--- config.mk ---
export PLATFORM = sky130hd
export DESIGN_NAME = adc_strobe_gen
export DESIGN_NICKNAME = d
export VERILOG_FILES = /design/src/rtl/adc_strobe_pkg.sv /design/src/rtl/adc_strobe_frame.sv /design/src/rtl/adc_strobe_decode.sv /design/src/rtl/adc_strobe_gen.sv
export SDC_FILE = /design/constraint.sdc
export NUM_CORES = 1
export LEC_CHECK = 0
export ABC_CLOCK_PERIOD_IN_PS = 2100
export BUFFER_PORTS_ARGS = -buffer_cell sky130_fd_sc_hd__buf_2
export CORE_MARGIN = 2
export CORE_UTILIZATION = 45
export CTS_CLUSTER_DIAMETER = 100
export DETAILED_ROUTE_END_ITERATION = 16
export GPL_TIMING_DRIVEN = 0
export SLEW_MARGIN = 20
export SYNTH_ARGS = -nofsm -noshare
export SYNTH_HDL_FRONTEND = slang
export SYNTH_HIERARCHICAL = 1
export SYNTH_SLANG_ARGS = --single-unit
--- constraint.sdc ---
create_clock -name clk -period 2.1 [get_ports clk]
set_input_delay 0.315 -clock clk [delete_from_list [all_inputs] [get_ports clk]]
set_output_delay 0.315 -clock clk [all_outputs]
set_load 0.03 [all_outputs]
--- src/rtl/adc_strobe_pkg.sv ---
package adc_strobe_pkg;

    // control state of the frame sequencer
    typedef enum logic [0:0] {
        ST_IDLE = 1'b0,
        ST_RUN  = 1'b1
    } frame_state_e;

    // mode captured at a frame boundary
    typedef struct packed {
        logic dec4;   // 1: 64-tick frame, 0: 128-tick frame
        logic wide;   // 1: 32 clocks per frame, 0: 16 clocks per frame
    } frame_mode_t;

    // registered output bundle
    typedef struct packed {
        logic conv;
        logic bitctl;
        logic bitclk;
    } strobe_wave_t;

    localparam int DEF_FRAME_UNITS   = 64;
    localparam int DEF_NARROW_CONV   = 32;
    localparam int DEF_NARROW_PERIOD = 4;
    localparam int DEF_WIDE_PERIOD   = 2;

endpackage

--- src/rtl/adc_strobe_frame.sv ---
module adc_strobe_frame
    import adc_strobe_pkg::*;
#(
    parameter int FRAME_UNITS = DEF_FRAME_UNITS,
    parameter int CNT_W       = $clog2(2 * FRAME_UNITS)
) (
    input  logic             clk,
    input  logic             rst_n,
    input  logic             tick_i,
    input  frame_mode_t      mode_i,
    output logic [CNT_W-1:0] pos_o,
    output frame_mode_t      mode_o,
    output logic             run_o
);

    localparam logic [CNT_W-1:0] LAST_DEC4 = CNT_W'(FRAME_UNITS - 1);
    localparam logic [CNT_W-1:0] LAST_DEC2 = CNT_W'(2 * FRAME_UNITS - 1);

    frame_state_e     state_q, state_d;
    logic [CNT_W-1:0] cnt_q;
    frame_mode_t      mode_q;
    logic [CNT_W-1:0] last_pos;
    logic             at_end;
    logic             reload;

    assign last_pos = mode_q.dec4 ? LAST_DEC4 : LAST_DEC2;
    assign at_end   = (state_q == ST_RUN) && (cnt_q == last_pos);
    // START and WRAP both reload the mode and zero the position
    assign reload   = (state_q == ST_IDLE) || at_end;

    // next-state logic
    always_comb begin
        state_d = state_q;
        unique case (state_q)
            ST_IDLE: if (tick_i) state_d = ST_RUN;   // START
            ST_RUN:  state_d = ST_RUN;               // STEP / WRAP
            default: state_d = ST_IDLE;
        endcase
    end

    // state register
    always_ff @(posedge clk) begin
        if (!rst_n) state_q <= ST_IDLE;
        else        state_q <= state_d;
    end

    // position counter and boundary-sampled mode
    always_ff @(posedge clk) begin
        if (!rst_n) begin
            cnt_q  <= '0;
            mode_q <= '0;
        end else if (tick_i) begin
            if (reload) begin
                cnt_q  <= '0;
                mode_q <= mode_i;
            end else begin
                cnt_q  <= cnt_q + 1'b1;
            end
        end
    end

    assign pos_o  = cnt_q;
    assign mode_o = mode_q;
    assign run_o  = (state_q == ST_RUN);

    // first tick starts the frame at position 0
    a_r1_start_at_zero: assert property (@(posedge clk) disable iff (!rst_n)
        (state_q == ST_IDLE && tick_i) |=> (state_q == ST_RUN && cnt_q == '0));

    // the last position wraps to zero on a tick
    a_r2_wrap_to_zero: assert property (@(posedge clk) disable iff (!rst_n)
        (tick_i && at_end) |=> (cnt_q == '0));

    // the position never passes the frame end
    a_r2_in_range: assert property (@(posedge clk) disable iff (!rst_n)
        (state_q == ST_RUN) |-> (cnt_q <= last_pos));

    // the mode moves only at a frame boundary
    a_r8_mode_held: assert property (@(posedge clk) disable iff (!rst_n)
        (state_q == ST_RUN && !(tick_i && at_end)) |=> $stable(mode_q));

endmodule

--- src/rtl/adc_strobe_decode.sv ---
module adc_strobe_decode
    import adc_strobe_pkg::*;
#(
    parameter int FRAME_UNITS   = DEF_FRAME_UNITS,
    parameter int NARROW_CONV   = DEF_NARROW_CONV,
    parameter int NARROW_PERIOD = DEF_NARROW_PERIOD,
    parameter int WIDE_PERIOD   = DEF_WIDE_PERIOD,
    parameter int CNT_W         = $clog2(2 * FRAME_UNITS)
) (
    input  logic             clk,
    input  logic             rst_n,
    input  logic             run_i,
    input  logic [CNT_W-1:0] pos_i,
    input  frame_mode_t      mode_i,
    output strobe_wave_t     wave_o
);

    localparam int UNIT_W = CNT_W - 1;
    localparam int NB     = $clog2(NARROW_PERIOD);
    localparam int WB     = $clog2(WIDE_PERIOD);

    logic [UNIT_W-1:0] unit;
    logic [NB-1:0]     nph;
    logic [WB-1:0]     wph;
    strobe_wave_t      wave_d, wave_q;

    // a unit is one tick at decimate-by-4, two ticks at decimate-by-2
    assign unit = mode_i.dec4 ? pos_i[UNIT_W-1:0] : pos_i[UNIT_W:1];
    assign nph  = unit[NB-1:0];
    assign wph  = unit[WB-1:0];

    always_comb begin
        wave_d = '0;
        if (run_i) begin
            unique case (mode_i.wide)
                1'b1: begin
                    wave_d.conv   = (unit == '0);
                    wave_d.bitctl = (wph >= WB'(WIDE_PERIOD / 2));
                    wave_d.bitclk = (wph <  WB'(WIDE_PERIOD / 2));
                end
                default: begin
                    wave_d.conv   = (unit < UNIT_W'(NARROW_CONV));
                    wave_d.bitctl = (nph <  NB'(NARROW_PERIOD / 2));
                    wave_d.bitclk = (nph >= NB'(NARROW_PERIOD / 2));
                end
            endcase
        end
    end

    always_ff @(posedge clk) begin
        if (!rst_n) wave_q <= '0;
        else        wave_q <= wave_d;
    end

    assign wave_o = wave_q;

    // outputs stay low while the sequencer is idle
    a_r1_idle_quiet: assert property (@(posedge clk) disable iff (!rst_n)
        !run_i |=> (wave_q == '0));

    // the two bit clocks are never high together
    a_r6_clocks_disjoint: assert property (@(posedge clk) disable iff (!rst_n)
        !(wave_q.bitctl && wave_q.bitclk));

    // no position change means no output change
    a_r9_hold_without_step: assert property (@(posedge clk) disable iff (!rst_n)
        ($stable(pos_i) && $stable(mode_i) && $stable(run_i)) |=> $stable(wave_q));

endmodule

--- src/rtl/adc_strobe_gen.sv ---
module adc_strobe_gen
    import adc_strobe_pkg::*;
#(
    parameter int FRAME_UNITS   = DEF_FRAME_UNITS,
    parameter int NARROW_CONV   = DEF_NARROW_CONV,
    parameter int NARROW_PERIOD = DEF_NARROW_PERIOD,
    parameter int WIDE_PERIOD   = DEF_WIDE_PERIOD
) (
    input  logic clk,
    input  logic rst_n,
    input  logic tick_i,
    input  logic dec4_i,
    input  logic wide_i,
    output logic conv_o,
    output logic bitctl_o,
    output logic bitclk_o
);

    localparam int CNT_W = $clog2(2 * FRAME_UNITS);

    frame_mode_t      mode_in, mode_cur;
    logic [CNT_W-1:0] pos;
    logic             run;
    strobe_wave_t     wave;

    assign mode_in.dec4 = dec4_i;
    assign mode_in.wide = wide_i;

    adc_strobe_frame #(
        .FRAME_UNITS (FRAME_UNITS),
        .CNT_W       (CNT_W)
    ) u_frame (
        .clk    (clk),
        .rst_n  (rst_n),
        .tick_i (tick_i),
        .mode_i (mode_in),
        .pos_o  (pos),
        .mode_o (mode_cur),
        .run_o  (run)
    );

    adc_strobe_decode #(
        .FRAME_UNITS   (FRAME_UNITS),
        .NARROW_CONV   (NARROW_CONV),
        .NARROW_PERIOD (NARROW_PERIOD),
        .WIDE_PERIOD   (WIDE_PERIOD),
        .CNT_W         (CNT_W)
    ) u_decode (
        .clk    (clk),
        .rst_n  (rst_n),
        .run_i  (run),
        .pos_i  (pos),
        .mode_i (mode_cur),
        .wave_o (wave)
    );

    assign conv_o   = wave.conv;
    assign bitctl_o = wave.bitctl;
    assign bitclk_o = wave.bitclk;

    // reset silences every output on the next clock
    a_r10_reset_low: assert property (@(posedge clk)
        $past(!rst_n) |-> !(conv_o || bitctl_o || bitclk_o));

    // the convert strobe rises only out of a running frame
    a_r2_conv_rise_running: assert property (@(posedge clk) disable iff (!rst_n)
        $rose(conv_o) |-> $past(run));

endmodule

==> results_tabular.tex <==
\begin{tabular}{lr}
\hline
Metric & Value \\
\hline
\multicolumn{2}{l}{\textbf{Synth}} \\
Mean Syn Cell Area & 9.16 sq um \\
Post-synthesis instance total & 72 \\
Leading cell types by total area after synthesis & sky130\_fd\_sc\_hd\_\_dfxtp\_1, sky130\_fd\_sc\_hd\_\_nand2\_1, sky130\_fd\_sc\_hd\_\_mux2i\_1, sky130\_fd\_sc\_hd\_\_nor2\_1, sky130\_fd\_sc\_hd\_\_xor2\_1 \\
Number of different library cells in the post-synthesis netlist & 30 \\
Post-Synthesis Net Count & 78 \\
Yosys top cell by area & sky130\_fd\_sc\_hd\_\_dfxtp\_1 \\
Number of warnings reported in the yosys synthesis log & 6 \\
Sequential-to-total area share from yosys stat & 39.5\% \\
Netlist area before placement & 659 sq um \\
Top-area cell type share of the netlist area & 39.5\% \\
Flops \& latches, synth & 13 \\
\multicolumn{2}{l}{\textbf{Die}} \\
Total number of placement rows & 13 \\
Floorplan die area & 1790 sq um \\
Top-Level Pins & 8 \\
Height of the die & 42.3 microns \\
Initial standard-cell utilization of the core & 49.4\% \\
Die X & 42.3 microns \\
Total core area & 1330 sq um \\
\multicolumn{2}{l}{\textbf{Timing}} \\
Slew Limit Fails & 0 \\
Maximum clock skew at final layout & 2.80 ps \\
Hold WS & 350 ps \\
Minimum period implied by the final worst setup slack & 1640 ps \\
Peak clock frequency supported by timing & 609 MHz \\
Pin slew with the least headroom to its limit & 452 ps \\
Final clock period utilization by the worst path & 78.1\% \\
Relative slew slack & 69.8\% \\
Hold Vio Cnt, Final & 0 \\
Summed negative setup slack over all endpoints & 0 ps \\
Setup violation total in the final timing report & 0 \\
Setup repair after global routing missed its margin & false \\
\multicolumn{2}{l}{\textbf{Clock network}} \\
Post-CTS Setup Bufs & 0 \\
Clk slew on worst S/H paths & 80 ps \\
CTS root buf & sky130\_fd\_sc\_hd\_\_clkbuf\_4 \\
Number of H-tree levels & 1 \\
Number of instances resized during post-cts repair & 0 \\
TritonCTS clock tree & done \\
Inserted Clock Buffers & 3 \\
Clock tree buffer depth & 2 \\
Clk sinks & 13 \\
Worst-Skew Late Latency & 280 ps \\
Count of hold-fix buffers inserted at cts & 0 \\
\multicolumn{2}{l}{\textbf{Final layout}} \\
Leading cell type in the layout, fill and taps excluded & sky130\_fd\_sc\_hd\_\_dfxtp\_1 \\
Fill cell count & 128 \\
NumNets Final & 89 \\
Synth-to-Final Area Change & 11.4\% \\
Fraction of the core area covered by cells at the end of the flow & 55.1\% \\
Proportion of layout cells with a drive suffix above 1 & 19.5\% \\
Commonest non-fill, non-tap cells in the layout & sky130\_fd\_sc\_hd\_\_dfxtp\_1, sky130\_fd\_sc\_hd\_\_nand2\_1, sky130\_fd\_sc\_hd\_\_nor2\_1, sky130\_fd\_sc\_hd\_\_buf\_2, sky130\_fd\_sc\_hd\_\_a21oi\_1 \\
\# diodes & 0 \\
\multicolumn{2}{l}{\textbf{GRT}} \\
Global route total overflow & 0 \\
All-Layer GR Usage & 15.6\% \\
Antenna violations before repair & 0 \\
Wire length of the first global-routing pass & 2.05 mm \\
Via count of the first global-routing pass & 469 \\
Maximum number of pins on one net before global-route repair & 11 \\
\multicolumn{2}{l}{\textbf{Route}} \\
Per-cell via count in the routed design & 5.54 \\
Number of violations reported at the end of detailed-routing iteration 0 & 10 \\
Detail Route Antenna Nets & 0 \\
Routed wire length & 1.20 mm \\
Total number of vias & 537 \\
Number of remaining DRC errors & 0 \\
Routed wirelength normalized by instance count & 12.4 microns \\
Initial DRT Pass Iterations & 4 \\
\multicolumn{2}{l}{\textbf{Placement}} \\
Count of port buffers added during placement & 6 \\
Gp weighted congestion & 0.710 \\
Half-perimeter wire length after detailed placement & 857 microns \\
\multicolumn{2}{l}{\textbf{Power and ir drop}} \\
Power per Cell Area & 651 nW/um\^{}2 \\
Reported leakage power & 0.270 nW \\
IR Drop Worst-Case VDD & 0.292 mV \\
\multicolumn{2}{l}{\textbf{Run status}} \\
Status & finished, final reports clean \\
\multicolumn{2}{l}{\textbf{Worst setup path}} \\
Worst setup path category & reg -> reg \\
Endpoint class of the critical path & register \\
Type of element launching the critical path & register \\
Arr. time, crit path & 1800 ps \\
Data required time at the worst endpoint & 2260 ps \\
Largest fanout of any net on the critical path & 8 \\
\multicolumn{2}{l}{\textbf{Job}} \\
Max-capacitance violation count & 0 \\
\multicolumn{2}{l}{\textbf{Hold path}} \\
Kind of path behind the tightest hold check & in -> reg \\
\hline
\end{tabular}
## cells in the mapped netlist
master                      count
sky130_fd_sc_hd__dfxtp_1       13
sky130_fd_sc_hd__buf_4          1
sky130_fd_sc_hd__xnor2_1        2
sky130_fd_sc_hd__nand2b_1       2
sky130_fd_sc_hd__mux2i_1        3
sky130_fd_sc_hd__ha_1           1
sky130_fd_sc_hd__and4_1         1
sky130_fd_sc_hd__a2bb2oi_1      1
sky130_fd_sc_hd__a21oi_1        4
sky130_fd_sc_hd__a32oi_1        1
sky130_fd_sc_hd__nand2_1       10
sky130_fd_sc_hd__nor3_1         1
sky130_fd_sc_hd__nor4_2         1
sky130_fd_sc_hd__clkbuf_1       1
sky130_fd_sc_hd__or2_2          1
sky130_fd_sc_hd__o32ai_1        1
sky130_fd_sc_hd__nor2b_1        2
sky130_fd_sc_hd__nand3_1        2
sky130_fd_sc_hd__or4_1          2
sky130_fd_sc_hd__and2b_2        1
sky130_fd_sc_hd__o2111ai_1      1
sky130_fd_sc_hd__nand4_4        1
sky130_fd_sc_hd__nand4_1        3
sky130_fd_sc_hd__or3_1          1
sky130_fd_sc_hd__o21ai_0        2
sky130_fd_sc_hd__nor2_1         7
sky130_fd_sc_hd__xor2_1         3
sky130_fd_sc_hd__inv_1          1
sky130_fd_sc_hd__a2111oi_2      1
sky130_fd_sc_hd__o311ai_2       1
## worst paths after layout
path         slack, ps                       endpoint                     startpoint  cells past startpoint
max                460  u_frame/pos_o[3]$_SDFFE_PN0P_  u_frame/pos_o[1]$_SDFFE_PN0P_                      4
min                350       u_frame/run_o$_SDFF_PN0_                         tick_i                      3
max reg2reg        460  u_frame/pos_o[3]$_SDFFE_PN0P_  u_frame/pos_o[1]$_SDFFE_PN0P_                      4
min reg2reg        500       u_frame/run_o$_SDFF_PN0_       u_frame/run_o$_SDFF_PN0_                      2
## flip-flops by register name, summed over array words and instances (netlist names)
name / cells
u_decode/wave_o: 3
u_frame/run_o: 1
u_frame/mode_o: 2
u_frame/pos_o: 7
## cells by family (layout without fill, tap and decap cells)
logic type                 after synthesis  after routing  synth area share (%)
AOI/OAI and AO/OA                       12             12                  14.6
xor gates and xnor gates                 5              5                  6.64
adders and majority gates                1              1                  1.90
buffers and inverters                    3             13                  2.28
DFF                                     13             13                  39.5
muxes                                    3              3                  4.55
and+or+nand+nor                         35             35                  30.6
## cell type report
class	instances	area [sq um]	share of cell area [%]
multi-input combinational	56	384	52.3
tap	15	18.8	2.56
clock buffer	4	26.3	3.58
inverter	1	3.75	0.511
buffer	2	11.3	1.53
sequential	13	260	35.4
timing repair buffer	6	30.0	4.09
## worst max-delay path: stages, from the launching register on
cell,delay [ps]
sky130_fd_sc_hd__dfxtp_1,470
sky130_fd_sc_hd__ha_1,280
sky130_fd_sc_hd__nand4_4,170
sky130_fd_sc_hd__o311ai_2,500
sky130_fd_sc_hd__nor2_1,90
## metal layers
layer	up-vias	global-route usage, %	routed length (microns)
met5	-	0	0
met3	3	4.31	41
met1	240	19.4	614
met4	0	11.3	32
li1	284	-	-
met2	10	22.8	513
## power by group
part / switching (W) / internal [W] / total (W)
combinational: 0.0000292 / 0.0000239 / 0.0000532
sequential: 0.0000124 / 0.000256 / 0.000269
clock: 0.0000823 / 0.0000738 / 0.000156
## through the flow
| stage | area (sq um) | setup WS [ps] | power [W] | cells |
|---|---|---|---|---|
| floorplan | 659 | 622 | 0.000312 | 72 |
| global placement | 708 | 458 | 0.000328 | 93 |
| detailed placement | 708 | 477 | 0.000328 | 93 |
| CTS | 734 | 444 | 0.000487 | 97 |
| global route | 734 | 324 | 0.000505 | 97 |
| finish | 734 | 459 | 0.000478 | 97 |
No activity file was read; power rests on OpenSTA's default activity.
